$ cat src/rtl/ldpc_pkg.sv
package ldpc_pkg;

    localparam int N_VAR = 10;
    localparam int N_CHK = 5;
    localparam int DEG_V = 3;
    localparam int DEG_C = 6;

    // bit c of entry j marks column c as a member of check j
    localparam logic [N_VAR-1:0] H_ROWS [N_CHK] = '{
        10'b0000111111,
        10'b0111000111,
        10'b1011011001,
        10'b1101101010,
        10'b1110110100
    };

    typedef enum logic {ST_IDLE, ST_RUN} dec_state_e;

    // k-th column belonging to check r
    function automatic int chk_col(int r, int k);
        int res = 0;
        int cnt = 0;
        for (int c = 0; c < N_VAR; c++) begin
            if (H_ROWS[r][c]) begin
                if (cnt == k) res = c;
                cnt++;
            end
        end
        return res;
    endfunction

    // j-th check attached to column n
    function automatic int var_row(int n, int j);
        int res = 0;
        int cnt = 0;
        for (int r = 0; r < N_CHK; r++) begin
            if (H_ROWS[r][n]) begin
                if (cnt == j) res = r;
                cnt++;
            end
        end
        return res;
    endfunction

    // position of column n among the inputs of check r
    function automatic int chk_slot(int r, int n);
        int cnt = 0;
        for (int c = 0; c < n; c++) if (H_ROWS[r][c]) cnt++;
        return cnt;
    endfunction

    // position of check r among the edges of column n
    function automatic int var_slot(int n, int r);
        int cnt = 0;
        for (int q = 0; q < r; q++) if (H_ROWS[q][n]) cnt++;
        return cnt;
    endfunction

endpackage

$ cat src/rtl/ldpc_vnu.sv
module ldpc_vnu #(
    parameter int W  = 8,
    parameter int DV = 3
) (
    input  logic signed [W-1:0] ch_llr,
    input  logic signed [W-1:0] c2v [DV],
    output logic signed [W-1:0] v2c [DV],
    output logic                hard_bit
);
    localparam int SW = W + $clog2(DV + 1);
    localparam logic signed [SW-1:0] HI = SW'(2 ** (W - 1) - 1);
    localparam logic signed [SW-1:0] LO = -HI;

    logic signed [SW-1:0] total;
    logic signed [SW-1:0] diff;

    always_comb begin
        total = SW'(ch_llr);
        for (int j = 0; j < DV; j++) total = total + SW'(c2v[j]);
        hard_bit = total[SW-1];
    end

    always_comb begin
        diff = '0;
        for (int j = 0; j < DV; j++) begin
            diff = total - SW'(c2v[j]);
            if (diff > HI)      v2c[j] = HI[W-1:0];
            else if (diff < LO) v2c[j] = LO[W-1:0];
            else                v2c[j] = diff[W-1:0];
        end
    end
endmodule

$ cat src/rtl/ldpc_cnu.sv
module ldpc_cnu #(
    parameter int W  = 8,
    parameter int DC = 6
) (
    input  logic signed [W-1:0] v2c [DC],
    output logic signed [W-1:0] c2v [DC]
);
    localparam int MW = W - 1;

    logic [MW-1:0] mag [DC];
    logic [DC-1:0] neg;
    logic [MW-1:0] m;
    logic          s;

    always_comb begin
        for (int i = 0; i < DC; i++) begin
            neg[i] = v2c[i][W-1];
            mag[i] = neg[i] ? MW'(-v2c[i]) : v2c[i][MW-1:0];
        end
    end

    always_comb begin
        m = '1;
        s = 1'b0;
        for (int k = 0; k < DC; k++) begin
            m = '1;
            s = 1'b0;
            for (int i = 0; i < DC; i++) begin
                if (i != k) begin
                    if (mag[i] < m) m = mag[i];
                    s = s ^ neg[i];
                end
            end
            c2v[k] = s ? -$signed({1'b0, m}) : $signed({1'b0, m});
        end
    end
endmodule

$ cat src/rtl/ldpc_flood_dec.sv
module ldpc_flood_dec
    import ldpc_pkg::*;
#(
    parameter  int W        = 8,
    parameter  int MAX_ITER = 16,
    localparam int IW       = $clog2(MAX_ITER + 1)
) (
    input  logic                 clk,
    input  logic                 rst,
    input  logic                 start,
    input  logic [N_VAR*W-1:0]   llr_in,
    output logic [N_VAR-1:0]     dec_bits,
    output logic                 done,
    output logic                 success,
    output logic [IW-1:0]        iter_count
);
    dec_state_e            state_q;
    logic [IW-1:0]         iter_q;
    logic signed [W-1:0]   ch_q  [N_VAR];
    logic signed [W-1:0]   c2v_q [N_CHK][DEG_C];
    logic signed [W-1:0]   c2v_d [N_CHK][DEG_C];
    logic signed [W-1:0]   v2c   [N_VAR][DEG_V];
    logic [N_VAR-1:0]      hard;
    logic [N_CHK-1:0]      syn;
    logic                  at_limit;

    for (genvar n = 0; n < N_VAR; n++) begin : g_var
        logic signed [W-1:0] vin  [DEG_V];
        logic signed [W-1:0] vout [DEG_V];
        for (genvar j = 0; j < DEG_V; j++) begin : g_edge
            localparam int R = var_row(n, j);
            localparam int S = chk_slot(R, n);
            assign vin[j]    = c2v_q[R][S];
            assign v2c[n][j] = vout[j];
        end
        ldpc_vnu #(.W(W), .DV(DEG_V)) u_vnu (
            .ch_llr   (ch_q[n]),
            .c2v      (vin),
            .v2c      (vout),
            .hard_bit (hard[n])
        );
    end

    for (genvar r = 0; r < N_CHK; r++) begin : g_chk
        logic signed [W-1:0] cin  [DEG_C];
        logic signed [W-1:0] cout [DEG_C];
        for (genvar k = 0; k < DEG_C; k++) begin : g_edge
            localparam int C = chk_col(r, k);
            localparam int S = var_slot(C, r);
            assign cin[k]      = v2c[C][S];
            assign c2v_d[r][k] = cout[k];
        end
        ldpc_cnu #(.W(W), .DC(DEG_C)) u_cnu (
            .v2c (cin),
            .c2v (cout)
        );
        assign syn[r] = ^(hard & H_ROWS[r]);
    end

    assign at_limit = (iter_q == IW'(MAX_ITER));

    always_ff @(posedge clk) begin
        if (rst) begin
            state_q    <= ST_IDLE;
            iter_q     <= '0;
            done       <= 1'b0;
            success    <= 1'b0;
            dec_bits   <= '0;
            iter_count <= '0;
            for (int n = 0; n < N_VAR; n++) ch_q[n] <= '0;
            for (int r = 0; r < N_CHK; r++)
                for (int k = 0; k < DEG_C; k++) c2v_q[r][k] <= '0;
        end else begin
            done <= 1'b0;
            if (start) begin
                state_q <= ST_RUN;
                iter_q  <= '0;
                for (int n = 0; n < N_VAR; n++) ch_q[n] <= llr_in[n*W +: W];
                for (int r = 0; r < N_CHK; r++)
                    for (int k = 0; k < DEG_C; k++) c2v_q[r][k] <= '0;
            end else if (state_q == ST_RUN) begin
                if (syn == '0 || at_limit) begin
                    state_q    <= ST_IDLE;
                    done       <= 1'b1;
                    success    <= (syn == '0);
                    dec_bits   <= hard;
                    iter_count <= iter_q;
                end else begin
                    iter_q <= iter_q + 1'b1;
                    for (int r = 0; r < N_CHK; r++)
                        for (int k = 0; k < DEG_C; k++) c2v_q[r][k] <= c2v_d[r][k];
                end
            end
        end
    end
endmodule

$ cat config.mk
export PLATFORM = sky130hd
export DESIGN_NAME = ldpc_flood_dec
export DESIGN_NICKNAME = d
export VERILOG_FILES = /design/src/rtl/ldpc_pkg.sv /design/src/rtl/ldpc_vnu.sv /design/src/rtl/ldpc_cnu.sv /design/src/rtl/ldpc_flood_dec.sv
export SDC_FILE = /design/constraint.sdc
export NUM_CORES = 2
export LEC_CHECK = 0
export BUFFER_PORTS_ARGS = -buffer_cell sky130_fd_sc_hd__buf_2
export CAP_MARGIN = 20
export CORE_UTILIZATION = 45
export DETAILED_ROUTE_END_ITERATION = 10
export PLACE_DENSITY = 0.58
export SLEW_MARGIN = 20
export SYNTH_ARGS = -nofsm -noshare
export SYNTH_HDL_FRONTEND = slang
export SYNTH_SLANG_ARGS = --single-unit
export TNS_END_PERCENT = 10
$ cat constraint.sdc
create_clock -name clk -period 13.2 [get_ports clk]
set_clock_uncertainty 0.2 [all_clocks]
set_input_delay 0 -clock clk [delete_from_list [all_inputs] [get_ports clk]]
set_output_delay 0 -clock clk [all_outputs]
set_load 0.01 [all_outputs]
* Word-level counts from Yosys, hierarchy flattened
Memory sizes are Yosys's and may differ from the RTL's.
Cells that the tools add are included.
** Operators by class
- Add/subtract/negate cells :: 121
- Bitwise operators :: 163
- Reduce and logical (&&, ||, !) cells :: 11
- Magnitude comparators :: 160
- Equality and inequality tests :: 1
- Muxes and demuxes :: 302
** Operator list (number)
- 8-bit 2-to-1 mux :: 160
- 7-bit 2-to-1 mux :: 130
- 7-bit less-than comparator :: 90
- 10-bit by 8-bit > comparator with 1-bit output, second input constant :: 30
- 10-bit by 8-bit less-than comparator with 1-bit output, second input constant :: 30
- 10-bit by 8-bit subtractor with 10-bit output :: 30
- 7-bit negator with 8-bit output :: 30
- 7-bit negator :: 30
- 10-bit by 8-bit adder with 10-bit output :: 10
- 9-bit by 8-bit adder with 10-bit output :: 10
- 8-bit by 8-bit adder with 9-bit output :: 10
- 1-bit XOR :: 90
- 7-bit less-than comparator, second input constant :: 10
- 1-bit bitwise OR :: 70
- 10-bit parity :: 5
- 1-bit 2-to-1 mux :: 12
- 5-bit by 1-bit adder with 5-bit output, second input constant :: 1
- 5-bit equality test, second input constant :: 1
- 5-bit logical NOT :: 1
- 1-bit NOT :: 3
- 3-bit AND reduction :: 1
- 3-bit OR reduction :: 1
- 2-bit AND reduction :: 1
- 2-bit OR reduction :: 1
- 1-bit logical OR :: 1
** Word-level totals
- Memory bits (writable) :: 320
- Memories :: 2
- Input bits :: 83
- Output and inout port bits :: 17
- Register bits :: 23
** Memory list
- c2v_q :: words 5, bits a word 48, read ports 5, clocked after memory_dff 0, write ports 5, line ldpc_flood_dec.sv:20 : logic signed [W-1:0] c2v_q [N_CHK][DEG_C];
- ch_q :: words 10, bits a word 8, read ports 10, clocked after memory_dff 0, write ports 10, line ldpc_flood_dec.sv:19 : logic signed [W-1:0] ch_q [N_VAR];

* Logic depth before layout (Yosys ltp)
An unclocked memory read counts as a cell.
- Depth in word-level cells :: 23
- Gate-level depth with buffers :: 65

* Modules after synthesis
A second synthesis with hierarchy kept.
** Second synthesis, totals
- Cells, all modules :: 8623
- Area, all modules :: 69696.8 µm²
** Modules (own cells, without submodules)
- ldpc_cnu (g_chk[0].u_cnu ...) :: area an instance 6063.3 µm², times used 4, cells an instance 858
- ldpc_vnu (g_var[0].u_vnu ...) :: area an instance 2696.3 µm², times used 5, cells an instance 355
- ldpc_flood_dec :: area an instance 13136.3 µm², times used 1, cells an instance 834
- ldpc_vnu (g_var[2].u_vnu ...) :: area an instance 2473.6 µm², times used 3, cells an instance 325
- ldpc_cnu (g_chk[4].u_cnu) :: area an instance 6266.0 µm², times used 1, cells an instance 927
- ldpc_vnu (g_var[9].u_vnu) :: area an instance 2587.5 µm², times used 1, cells an instance 337
- ldpc_vnu (g_var[1].u_vnu) :: area an instance 2551.2 µm², times used 1, cells an instance 343

* Worst setup path after synthesis
OpenSTA, ideal clock, no wires.
- Path type :: register -> register
- From :: memory c2v_q[0][42] (netlist bit)
- To :: memory c2v_q[0][118] (netlist bit), data pin
- Library setup time :: 266 ps
- Required time :: 12734 ps
- Clock period less this slack :: 13124 ps
- Arrival :: 12658 ps
- Buffers on the path :: 4
- Slack :: 76 ps
- Cell stages (with the launch flop) :: 61
- Path through :: edfxtp_1 inv_1 fa_1 fa_1 inv_1 ha_1 a21o_1 a21oi_1 o21bai_1 a21oi_1 o21bai_1 a21oi_1 xnor2_1 ha_1 clkbuf_1 and3_1 a221oi_2 xnor3_2 [... 25 more ...] o21ai_0 inv_1 ha_1 nand2_1 a211oi_1 o311ai_0 o311ai_1 clkbuf_1 mux2_2 ha_1 nand2_1 or2_2 a41oi_1 nor3b_1 buf_2 mux2i_1 xor2_1 nor2_1
** RTL lines (line)
- start: declaration :: ldpc_flood_dec.sv:20

==> impl_metrics.json <==
{
  "io_pins": 100,
  "async_flop_share_pct": 0,
  "cts_sinks": 343,
  "dieWidth_um": 390,
  "drc_errors": 0,
  "netlist_instances": 8555,
  "status": "completed",
  "final_common_cell": "buf_4",
  "final_area_mm2": 0.0823,
  "finalSetupViolCount": 0,
  "rsz0062_at_grt": "yes",
  "multi_input_area_mm2": 0.0556,
  "synthTopCellsByArea": "edfxtp_1 14%, ha_1 14%, xnor2_1 6.6%",
  "drv_slew": 0,
  "placed_area_mm2": 0.0764,
  "grt_pass1_vias": 65800,
  "start_util_pct": 45.6,
  "io_buffers": 99,
  "numCtsBuffers": 50,
  "synth-edff-count": 320,
  "hold_viol_final": 0,
  "max_slew_margin_pct": 17.4,
  "min_path_type": "primary input to register",
  "path_max_fanout": 8,
  "cp_slowest_cell": "or4_4",
  "ys_ff_latch": 343,
  "grt_overflow_total": 0,
  "cts-root-buf": "clkbuf_16",
  "fin_crit_sh_pct": 96.5,
  "whs_ns": 0.0652,
  "antenna_found_initial": 15,
  "ant_nets": 0,
  "clock_latency_ns": 0.69,
  "period_needed_ns": 12.74,
  "mostFrequentLayoutCells": "931 x buf_4, 923 x nor2_1, 769 x inv_1",
  "drt_first_pass_iters": 6,
  "routed_wl_mm": 275,
  "final_layout_size_suffix_gt1_share_pct": 19.1,
  "yosysSeqAreaShare_pct": 14.9,
  "fillerInstances": 14100,
  "netlist_area_mm2": 0.0677,
  "cts_buffer_depth": 3,
  "track_usage_pct": 34.8,
  "cp.arrival_ns": 12.93,
  "critPathLaunchType": "register",
  "grt_first_pass_wirelength_mm": 406,
  "clk_pin_slew_worst_paths_ns": 0.06,
  "critical_path_class": "register to register",
  "final_nets": 10700,
  "cap_violations": 0,
  "syn_to_final_growth_pct": 21.7,
  "grt_max_degree": 136,
  "yosys_warnings": 0,
  "vias": 70200,
  "synthFlopType": "edfxtp_1",
  "fp.dieArea_mm2": 0.152,
  "yosys.area.top_type": "edfxtp_1",
  "rows": 141,
  "drt_iter0_drc": 6161,
  "cts_tree": "built",
  "synth_top_area_share_pct": 14.2,
  "critPathRequiredTime_ns": 13.39,
  "wl_per_cell_um": 23.6,
  "dieHeight_um": 390,
  "htreeDepth": 2,
  "core_mm2": 0.149,
  "synth_fp_nets": 9595,
  "slowest_delay_ns": 0.56,
  "end_kind": "register",
  "max_freq_mhz": 78.5,
  "synth.distinct_cells": 148,
  "dp_hpwl_mm": 223,
  "seq_area_mm2": 0.0101,
  "tightest_slew_ns": 1.23,
  "syn_area_per_cell_um2": 7.91,
  "place_congestion": 1.01,
  "via_per_inst": 6.02
}
[cell families (layout without fill, tap and decap cells)]
group / count (synthesis) / in the layout / synth area share, %
AOI/OAI and AO/OA: 2520 / 2521 / 25.1
adders and majority gates: 989 / 989 / 20.5
xor gates and xnor gates: 696 / 696 / 9.42
buffers and inverters: 1022 / 2130 / 5.88
other: 0 / 2 / 0
muxes: 373 / 373 / 5.84
and+or+nand+nor: 2612 / 2612 / 18.4
DFF: 343 / 343 / 14.9
[final timing paths]
path	startpoint	end	slack (ns)	depth (start not counted)
setup / recovery	c2v_q[0][9]	c2v_q[0][196]	0.46	58
hold / removal	rst	dec_bits[3]	0.07	3
setup reg to reg	c2v_q[0][9]	c2v_q[0][196]	0.46	58
hold reg to reg	dec_bits[8]	dec_bits[8]	0.30	2
[metrics by stage]
stage          setup TNS (ns)  util, %  setup slack [ns]  cells
6_report                    0     55.4             0.462  11700
2_1_floorplan               0        -            0.0765   8555
3_3_place_gp           -0.460     51.4            -0.342  11300
4_1_cts                     0     53.8           0.00178  11600
3_5_place_dp            -2.44     51.4            -0.344  11300
5_1_grt                 -1.69     55.4            -0.182  11700
[worst max-delay path: cells and delay by family, from the launching register on]
family                   cells  cell delay, ns
XOR/XNOR                     3            0.61
multiplexers                 5            1.57
adder cells (fa/ha/maj)     10            3.16
flip-flops                   1            0.41
AND/OR/NAND/NOR             18            3.29
buffers and inverters        7            0.64
AO/OA/AOI/OAI               15            2.58
[cell usage after synthesis, types with 42 or more instances]
cell / instances
o21bai_1: 49
clkbuf_1: 153
a31oi_1: 90
a21o_1: 146
nor3_1: 172
a21boi_0: 55
and2_1: 135
o21a_1: 140
or3_1: 87
nor2_1: 934
nand2_1: 581
nand2b_1: 74
o22ai_1: 59
mux2i_1: 239
mux2_2: 117
xor2_1: 164
o211ai_1: 72
o31ai_1: 47
ha_1: 750
nand4_1: 56
xnor2_1: 511
and3_1: 75
edfxtp_1: 320
a211oi_1: 177
or2_2: 61
nand3_1: 164
nor2b_1: 96
o21ai_1: 42
a21oi_1: 653
inv_1: 799
o21ai_0: 485
fa_1: 207
[metal layers]
| metal | vias up | wire length [um] | global-route usage (%) |
|---|---|---|---|
| li1 | 33200 | - | - |
| met2 | 2695 | 121000 | 55.1 |
| met3 | 528 | 20400 | 4.60 |
| met5 | - | 84 | 0 |
| met4 | 10 | 13300 | 14.4 |
| met1 | 33800 | 121000 | 47.6 |
[timing repair]
action                                  in CTS  in global routing
setup buffers                                3                 77
pin swaps                                    1                 94
endpoints found under the hold margin      115                  0
cloned                                       0                  1
resized for setup                           21                439
endpoints found under the setup margin      55                232
hold buffers                               179                  0
[final cells by class]
type | instances | share of cell area (%)
sequential | 343 | 12.2
inverter | 818 | 3.74
antenna | 2 | 0.00608
clock inverter | 38 | 0.425
multi-input combinational | 7191 | 67.5
clock buffer | 56 | 1.58
tap | 2002 | 3.04
timing repair buffer | 1218 | 11.5
[registers in the layout (all words and copies together), names as in the netlist]
name	count
c2v_q	240
ch_q	80
dec_bits	10
done	1
iter_count	5
iter_q	5
state_q	1
success	1
Power is left out: the tool's default activity adds up to more than one toggle a clock period on the data nets, which glitch-free logic cannot reach.
